--- src/rtl/lcd_fb_dma_pkg.sv ---
package lcd_fb_dma_pkg;

    typedef enum logic [1:0] {
        BPP_4  = 2'd0,
        BPP_8  = 2'd1,
        BPP_12 = 2'd2,
        BPP_16 = 2'd3
    } bpp_e;

    typedef enum logic [1:0] {
        BUS_IDLE = 2'd0,
        BUS_REQ  = 2'd1,
        BUS_DATA = 2'd2
    } bus_st_e;

    localparam int unsigned BURST_WORDS = 4;
    localparam int unsigned PAL_SMALL_B = 32;
    localparam int unsigned PAL_LARGE_B = 512;
    localparam int unsigned LINE_QUANT  = 16;

endpackage

--- src/rtl/lcd_fb_span.sv ---
// End-address calculator for one fetch channel, driven from latched geometry.
module lcd_fb_span
    import lcd_fb_dma_pkg::*;
#(
    parameter int AW      = 32,
    parameter int COL_W   = 11,
    parameter int LINE_W  = 10,
    parameter bit HAS_PAL = 1'b1,
    parameter int OVER_B  = 16
) (
    input  bpp_e              bpp,
    input  logic [COL_W-1:0]  cols,
    input  logic [LINE_W-1:0] lines,
    input  logic              dual,
    input  logic [AW-1:0]     base,
    output logic [AW-1:0]     end_addr
);
    localparam int LB_W = COL_W + 2;
    localparam int PX_W = LB_W + LINE_W;
    localparam logic [LB_W-1:0] QMASK = LB_W'(LINE_QUANT - 1);

    logic [LB_W-1:0] padded;
    logic [LB_W-1:0] line_b;
    logic [PX_W-1:0] pix;
    logic [PX_W-1:0] share;
    logic [AW-1:0]   pal;

    always_comb begin
        // pad each line up to a whole multiple of 16 pixels
        padded = (LB_W'(cols) + QMASK) & ~QMASK;
        unique case (bpp)
            BPP_4:   line_b = padded >> 1;
            BPP_8:   line_b = padded;
            default: line_b = LB_W'(cols) << 1;
        endcase
        pix   = PX_W'(line_b) * PX_W'(lines);
        share = dual ? (pix >> 1) : pix;
        if (!HAS_PAL)
            pal = '0;
        else if (bpp == BPP_8)
            pal = AW'(PAL_LARGE_B);
        else
            pal = AW'(PAL_SMALL_B);
        end_addr = base + pal + AW'(OVER_B) + AW'(share);
    end
endmodule

--- src/rtl/lcd_fb_fifo.sv ---
// Show-ahead word FIFO with synchronous flush; flush wins over push and pop.
module lcd_fb_fifo #(
    parameter int DW    = 32,
    parameter int DEPTH = 8,
    localparam int CNT_W = $clog2(DEPTH + 1)
) (
    input  logic             clk,
    input  logic             rst_n,
    input  logic             flush,
    input  logic             push,
    input  logic [DW-1:0]    wdata,
    input  logic             pop,
    output logic [DW-1:0]    rdata,
    output logic             avail,
    output logic [CNT_W-1:0] fill
);
    localparam int PTR_W = $clog2(DEPTH);
    localparam logic [CNT_W-1:0] FULL = CNT_W'(DEPTH);

    typedef struct packed {
        logic [PTR_W-1:0] wr;
        logic [PTR_W-1:0] rd;
        logic [CNT_W-1:0] cnt;
    } fst_t;

    fst_t          f_d, f_q;
    logic [DW-1:0] mem [DEPTH];
    logic          wr_en, rd_en;

    always_comb begin
        f_d   = f_q;
        wr_en = push && (f_q.cnt != FULL);
        rd_en = pop && (f_q.cnt != '0);
        if (wr_en) f_d.wr = f_q.wr + 1'b1;
        if (rd_en) f_d.rd = f_q.rd + 1'b1;
        if (wr_en && !rd_en)
            f_d.cnt = f_q.cnt + 1'b1;
        else if (!wr_en && rd_en)
            f_d.cnt = f_q.cnt - 1'b1;
        if (flush) f_d = '0;
    end

    always_ff @(posedge clk or negedge rst_n) begin
        if (!rst_n) f_q <= '0;
        else        f_q <= f_d;
    end

    always_ff @(posedge clk) begin
        if (wr_en && !flush) mem[f_q.wr] <= wdata;
    end

    assign rdata = mem[f_q.rd];
    assign avail = (f_q.cnt != '0);
    assign fill  = f_q.cnt;
endmodule

--- src/rtl/lcd_fb_dma.sv ---
// Two-channel frame-buffer fetcher: end-address derivation, burst arbitration,
// frame-synchronous flush.
module lcd_fb_dma
    import lcd_fb_dma_pkg::*;
#(
    parameter int AW         = 32,
    parameter int DW         = 32,
    parameter int COL_W      = 11,
    parameter int LINE_W     = 10,
    parameter int FIFO_DEPTH = 8
) (
    input  logic              clk,
    input  logic              rst_n,
    input  logic              frame_pulse,
    input  logic              cfg_dual,
    input  logic [1:0]        cfg_bpp,
    input  logic [COL_W-1:0]  cfg_cols,
    input  logic [LINE_W-1:0] cfg_lines,
    input  logic [AW-1:0]     cfg_base0,
    input  logic [AW-1:0]     cfg_base1,
    output logic              cfg_err,
    output logic              bus_req,
    output logic [AW-1:0]     bus_addr,
    output logic              bus_ch,
    input  logic              bus_ack,
    input  logic              bus_rvalid,
    input  logic [DW-1:0]     bus_rdata,
    input  logic [1:0]        fifo_pop,
    output logic [1:0]        fifo_avail,
    output logic [DW-1:0]     fifo0_data,
    output logic [DW-1:0]     fifo1_data
);
    localparam int BURST_B = BURST_WORDS * DW / 8;
    localparam int BEAT_W  = $clog2(BURST_WORDS);
    localparam int CNT_W   = $clog2(FIFO_DEPTH + 1);
    localparam int ALIGN_W = $clog2(BURST_B);
    localparam logic [CNT_W-1:0]  ROOM_MAX  = CNT_W'(FIFO_DEPTH - BURST_WORDS);
    localparam logic [BEAT_W-1:0] LAST_BEAT = BEAT_W'(BURST_WORDS - 1);

    typedef struct packed {
        logic                   active;
        logic                   err;
        logic                   dual;
        logic                   prio;
        logic                   drop;
        logic                   ch;
        bpp_e                   bpp;
        logic [COL_W-1:0]       cols;
        logic [LINE_W-1:0]      lines;
        logic [1:0][AW-1:0]     base;
        logic [1:0][AW-1:0]     cur;
        bus_st_e                st;
        logic [BEAT_W-1:0]      beat;
        logic [AW-1:0]          addr;
    } st_t;

    st_t                   s_d, s_q;
    logic [1:0][AW-1:0]    end_addr;
    logic [1:0][CNT_W-1:0] fill;
    logic [1:0][DW-1:0]    rd_data;
    logic [1:0]            push;
    logic [1:0]            elig;
    logic                  pick;
    logic                  misalign;
    logic                  shadow_dual;

    generate
        for (genvar g = 0; g < 2; g++) begin : g_ch
            lcd_fb_span #(
                .AW      (AW),
                .COL_W   (COL_W),
                .LINE_W  (LINE_W),
                .HAS_PAL (g == 0),
                .OVER_B  (BURST_B)
            ) u_span (
                .bpp      (s_q.bpp),
                .cols     (s_q.cols),
                .lines    (s_q.lines),
                .dual     (s_q.dual),
                .base     (s_q.base[g]),
                .end_addr (end_addr[g])
            );

            lcd_fb_fifo #(
                .DW    (DW),
                .DEPTH (FIFO_DEPTH)
            ) u_fifo (
                .clk   (clk),
                .rst_n (rst_n),
                .flush (frame_pulse),
                .push  (push[g]),
                .wdata (bus_rdata),
                .pop   (fifo_pop[g]),
                .rdata (rd_data[g]),
                .avail (fifo_avail[g]),
                .fill  (fill[g])
            );
        end
    endgenerate

    assign misalign = (|cfg_base0[ALIGN_W-1:0]) |
                      (cfg_dual & (|cfg_base1[ALIGN_W-1:0]));

    always_comb begin
        s_d  = s_q;
        push = 2'b00;

        for (int i = 0; i < 2; i++) begin
            elig[i] = s_q.active && !s_q.err && ((i == 0) || s_q.dual) &&
                      (s_q.cur[i] < end_addr[i]) && (fill[i] <= ROOM_MAX);
        end
        pick = (elig[0] && elig[1]) ? s_q.prio : elig[1];

        unique case (s_q.st)
            BUS_IDLE: begin
                if ((|elig) && !frame_pulse) begin
                    s_d.st   = BUS_REQ;
                    s_d.ch   = pick;
                    s_d.addr = s_q.cur[pick];
                end
            end
            BUS_REQ: begin
                if (bus_ack) begin
                    s_d.st   = BUS_DATA;
                    s_d.beat = '0;
                end
            end
            BUS_DATA: begin
                if (bus_rvalid) begin
                    push[s_q.ch] = !s_q.drop;
                    s_d.beat     = s_q.beat + 1'b1;
                    if (s_q.beat == LAST_BEAT) begin
                        s_d.st   = BUS_IDLE;
                        s_d.drop = 1'b0;
                        s_d.prio = ~s_q.ch;
                        if (!s_q.drop)
                            s_d.cur[s_q.ch] = s_q.cur[s_q.ch] + AW'(BURST_B);
                    end
                end
            end
            default: s_d.st = BUS_IDLE;
        endcase

        // frame start: latch configuration and restart both channels
        if (frame_pulse) begin
            s_d.active  = 1'b1;
            s_d.err     = misalign;
            s_d.dual    = cfg_dual;
            s_d.bpp     = bpp_e'(cfg_bpp);
            s_d.cols    = cfg_cols;
            s_d.lines   = cfg_lines;
            s_d.base[0] = cfg_base0;
            s_d.base[1] = cfg_base1;
            s_d.cur[0]  = cfg_base0;
            s_d.cur[1]  = cfg_base1;
            s_d.drop    = (s_d.st != BUS_IDLE);
        end
    end

    always_ff @(posedge clk or negedge rst_n) begin
        if (!rst_n) s_q <= '0;
        else        s_q <= s_d;
    end

    assign cfg_err     = s_q.err;
    assign bus_req     = (s_q.st == BUS_REQ);
    assign bus_addr    = s_q.addr;
    assign bus_ch      = s_q.ch;
    assign fifo0_data  = rd_data[0];
    assign fifo1_data  = rd_data[1];
    assign shadow_dual = s_q.dual;
endmodule

--- config.mk ---
export PLATFORM = sky130hd
export DESIGN_NAME = lcd_fb_dma
export DESIGN_NICKNAME = d
export VERILOG_FILES = /design/src/rtl/lcd_fb_dma_pkg.sv /design/src/rtl/lcd_fb_span.sv /design/src/rtl/lcd_fb_fifo.sv /design/src/rtl/lcd_fb_dma.sv
export SDC_FILE = /design/constraint.sdc
export NUM_CORES = 1
export LEC_CHECK = 0
export ABC_CLOCK_PERIOD_IN_PS = 25400
export BUFFER_PORTS_ARGS = -buffer_cell sky130_fd_sc_hd__buf_4
export CAP_MARGIN = 10
export CORE_MARGIN = 1
export CORE_UTILIZATION = 55
export CTS_CLUSTER_DIAMETER = 60
export CTS_CLUSTER_SIZE = 24
export DETAILED_ROUTE_END_ITERATION = 12
export PLACE_DENSITY = 0.79
export REMOVE_ABC_BUFFERS = 1
export SYNTH_ARGS = -nofsm -noshare
export SYNTH_HDL_FRONTEND = slang
export SYNTH_SLANG_ARGS = --single-unit
--- constraint.sdc ---
create_clock -name clk -period 25.4 [get_ports clk]
set_input_delay 5.08 -clock clk [delete_from_list [all_inputs] [get_ports clk]]
set_output_delay 5.08 -clock clk [all_outputs]
set_load 0.05 [all_outputs]
==> results.toml <==
[final_layout]
drive_gt1_share_pct = 21.39
antenna_cells = 0
final_cells = 4012
fin_nets = 3476
syn2layout_area_growth_pct = 10.71
fillCellCount = 5180

[cts]
ctsHoldBuffers = 0
cts_buffers = 50
clock_latency_ns = 0.64
cts-resized-gates = 0
root_buffer = "clkbuf_16"
cts.sinks = 725
cts_tree = "yes"
cts_buffer_depth = 3
post_cts_buffers = 0
htreeDepth = 2
clk_pin_slew_ns = 0.08

[timing]
layout_min_cycle_time_ns = 13.08
slew_headroom_pct = 33.45
skew_ns = 0.04751
tns_ns = 0
hold_violations = 0
rsz0062_at_grt = "false"
tightestPinTransition_ns = 0.9982
fin_crit_sh_pct = 51.49
maxSlewViolCount = 0
fmaxAchievable_ghz = 0.07646
setup_violations = 0

[setup_path]
cpPeakStageDelay_ns = 0.63
critPathCaptureType = "flip-flop"
cp.depth = 43
endpoint = "bus_addr[14]"
reg2reg_depth = 43
rr_endpoint = "bus_addr[14]"
worstReg2RegStart = "s_q[175]"
required_ns = 25.86
timing.critical_path.buf_inv = 6
path_class = "reg2reg"
cp_top_family = "compound AO/OA/AOI/OAI gates"
cp-startpoint = "s_q[175]"
critPathSlowestCell = "or4_1"
cp-start-kind = "flip-flop"
worstPathArrival_ns = 13.54
cp_max_fo = 21
r2r_slack_ns = 12.32

[routing]
firstDrtPassIters = 7
drt_iter0_drc = 1729
antenna_left = 0
drc = 0
vias = 24549
avgRoutedWirePerCell_um = 23.76
via_per_inst = 6.119
wl_um = 95340

[logic_synthesis]
synth_flop_cell = "edfxtp_1"
synthCells = 2889
syn_avg_cell_area_um2 = 13.34
synth-seq-cells = 725
ys_seq_area_share_pct = 53.73
synth.yosys.warnings = 0
synthArstFlopShare_pct = 29.38
synth_mux_area_share_pct = 13.20
synth_xor_area_share_pct = 2.182
synth-compound-area-share_pct = 8.390
synth-simple-area-share_pct = 7.699
synth_fa_ha_area_share_pct = 11.31
synth_cell_types = 88
synth_top_family_by_area = "multiplexers"
synth-edff-count = 512
synth_area_um2 = 38530

[run]
cap_violations = 0

[place]
numPortBuffers = 227
place_inst = 3926
place_congestion = 0.9593
dpl.hpwl_um = 64050

[global_route]
first_global_vias = 25338
grt_max_degree = 91
antenna_found_initial = 4
grt_pass1_wl_um = 146600
track_usage_pct = 27.15
grt.overflow.total = 0

[outcome]
status = "finished, final reports clean"

[floorplan]
dieArea_um2 = 71130
die_y_um = 266.7
die_x_um = 266.7
initial_core_util_pct = 55.89
core_region_area_um2 = 68950
num_rows = 96
io_pins = 228

[hold_path]
whs_path_depth = 2
hold_path.class = "reg2reg"
## placed cells by master, fill, tap and decap left out, drive strengths merged, types with 45 or more instances in the layout
master,instances
mux4,128
fa,77
o21ai,188
and2,59
clkbuf,59
buf,265
ha,225
dfrtp,213
nand2,231
edfxtp,512
inv,155
xnor2,51
a21oi,126
mux2i,61
nor2,129
xor2,45
mux2,141
## layer usage
layer	global-route usage (%)	up-vias	part of all wire [%]
li1	-	11055	-
met1	33.91	12373	39
met2	48.32	918	52
met3	3.995	195	6.1
met4	8.947	8	3.4
met5	0	-	0.048
## worst min-delay path, delay by kind of cell (launching register included)
family / cells / cell delay [ns]
flip-flops: 1 / 0.35
AO/OA/AOI/OAI: 1 / 0.06
AND/OR/NAND/NOR: 1 / 0.05
## state kept, by name, summed over array words and instances, names as in the netlist
register and flops:
bus_addr 32, bus_ch 1, cfg_err 1, g_ch.u_fifo.f_q 12, g_ch.u_fifo.fill 8, g_ch.u_fifo.mem 512, s_q 158, shadow_dual 1
## worst min-delay path by stage
stage | from | end
final | bus_addr[6] | bus_addr[6]
after global routing | bus_addr[26] | bus_addr[26]
after CTS | bus_addr[4] | bus_addr[4]
after detailed placement | bus_addr[4] | bus_addr[4]
after global placement | bus_addr[6] | bus_addr[6]
after floorplan | s_q[192] | s_q[192]
## per-stage QoR
step | worst slack, ns | instance area, um^2 | hold slack [ns] | utilization (%)
finish | 12.32 | 42660 | 0.4971 | 61.88
global route | 11.39 | 42660 | 0.5230 | 61.88
CTS | 12.38 | 42660 | 0.5037 | 61.88
detailed placement | 12.40 | 41030 | 0.4836 | 59.51
global placement | 12.78 | 41030 | 0.4748 | 59.51
floorplan | 12.82 | 37730 | 0.4460 | -
## kinds of logic after synthesis
family,count (synthesis)
simple gates,619
flops,725
xor+xnor,96
buf+inv,303
compound gates,514
mux,330
fa+ha+maj,302
## cell type report
cell class / instances / area [um^2] / share of cell area, %
Clock inverter: 27 / 314.1 / 0.7361
Multi-Input combinational cell: 1861 / 16610 / 38.94
Sequential cell: 725 / 20720 / 48.56
Clock buffer: 59 / 1315 / 3.082
Inverter: 144 / 540.5 / 1.267
Timing Repair Buffer: 265 / 2001 / 4.690
Tap cell: 931 / 1165 / 2.730
## cell usage after synthesis, types with 5 or more instances
cell type,number,area (um^2)
edfxtp_1,512,15370
nand2_1,231,867.1
ha_1,225,2815
dfrtp_1,213,5330
inv_1,142,533.0
mux2_2,139,1565
nor2_1,129,484.2
mux4_2,128,2883
a21oi_1,124,620.6
o21ai_1,104,520.5
clkbuf_1,87,326.6
o21ai_0,82,410.4
fa_1,77,1541
mux2i_1,61,610.6
and2_1,59,369.1
xnor2_1,51,446.7
xor2_1,45,394.1
nand3_1,42,210.2
a21o_1,38,285.3
buf_4,35,262.8
nor3_1,26,130.1
and3_1,25,156.4
buf_1,20,75.07
o21a_1,19,142.6
a211oi_1,17,127.6
nand4_1,17,106.4
nand2b_1,16,100.1
nor4_1,16,100.1
o31ai_1,15,112.6
o211ai_1,14,105.1
nor2b_1,13,81.33
a31oi_1,12,75.07
buf_2,12,60.06
a22o_1,11,96.34
nand3b_1,10,75.07
nor4b_1,8,70.07
or3_1,7,43.79
a221oi_1,6,52.55
a32oi_1,6,52.55
o21bai_1,6,45.04
a22oi_1,5,37.54
o2111ai_1,5,43.79
o22ai_1,5,31.28
Power is left out: the tool's default activity adds up to more than one toggle a clock period on the data nets, which glitch-free logic cannot reach.
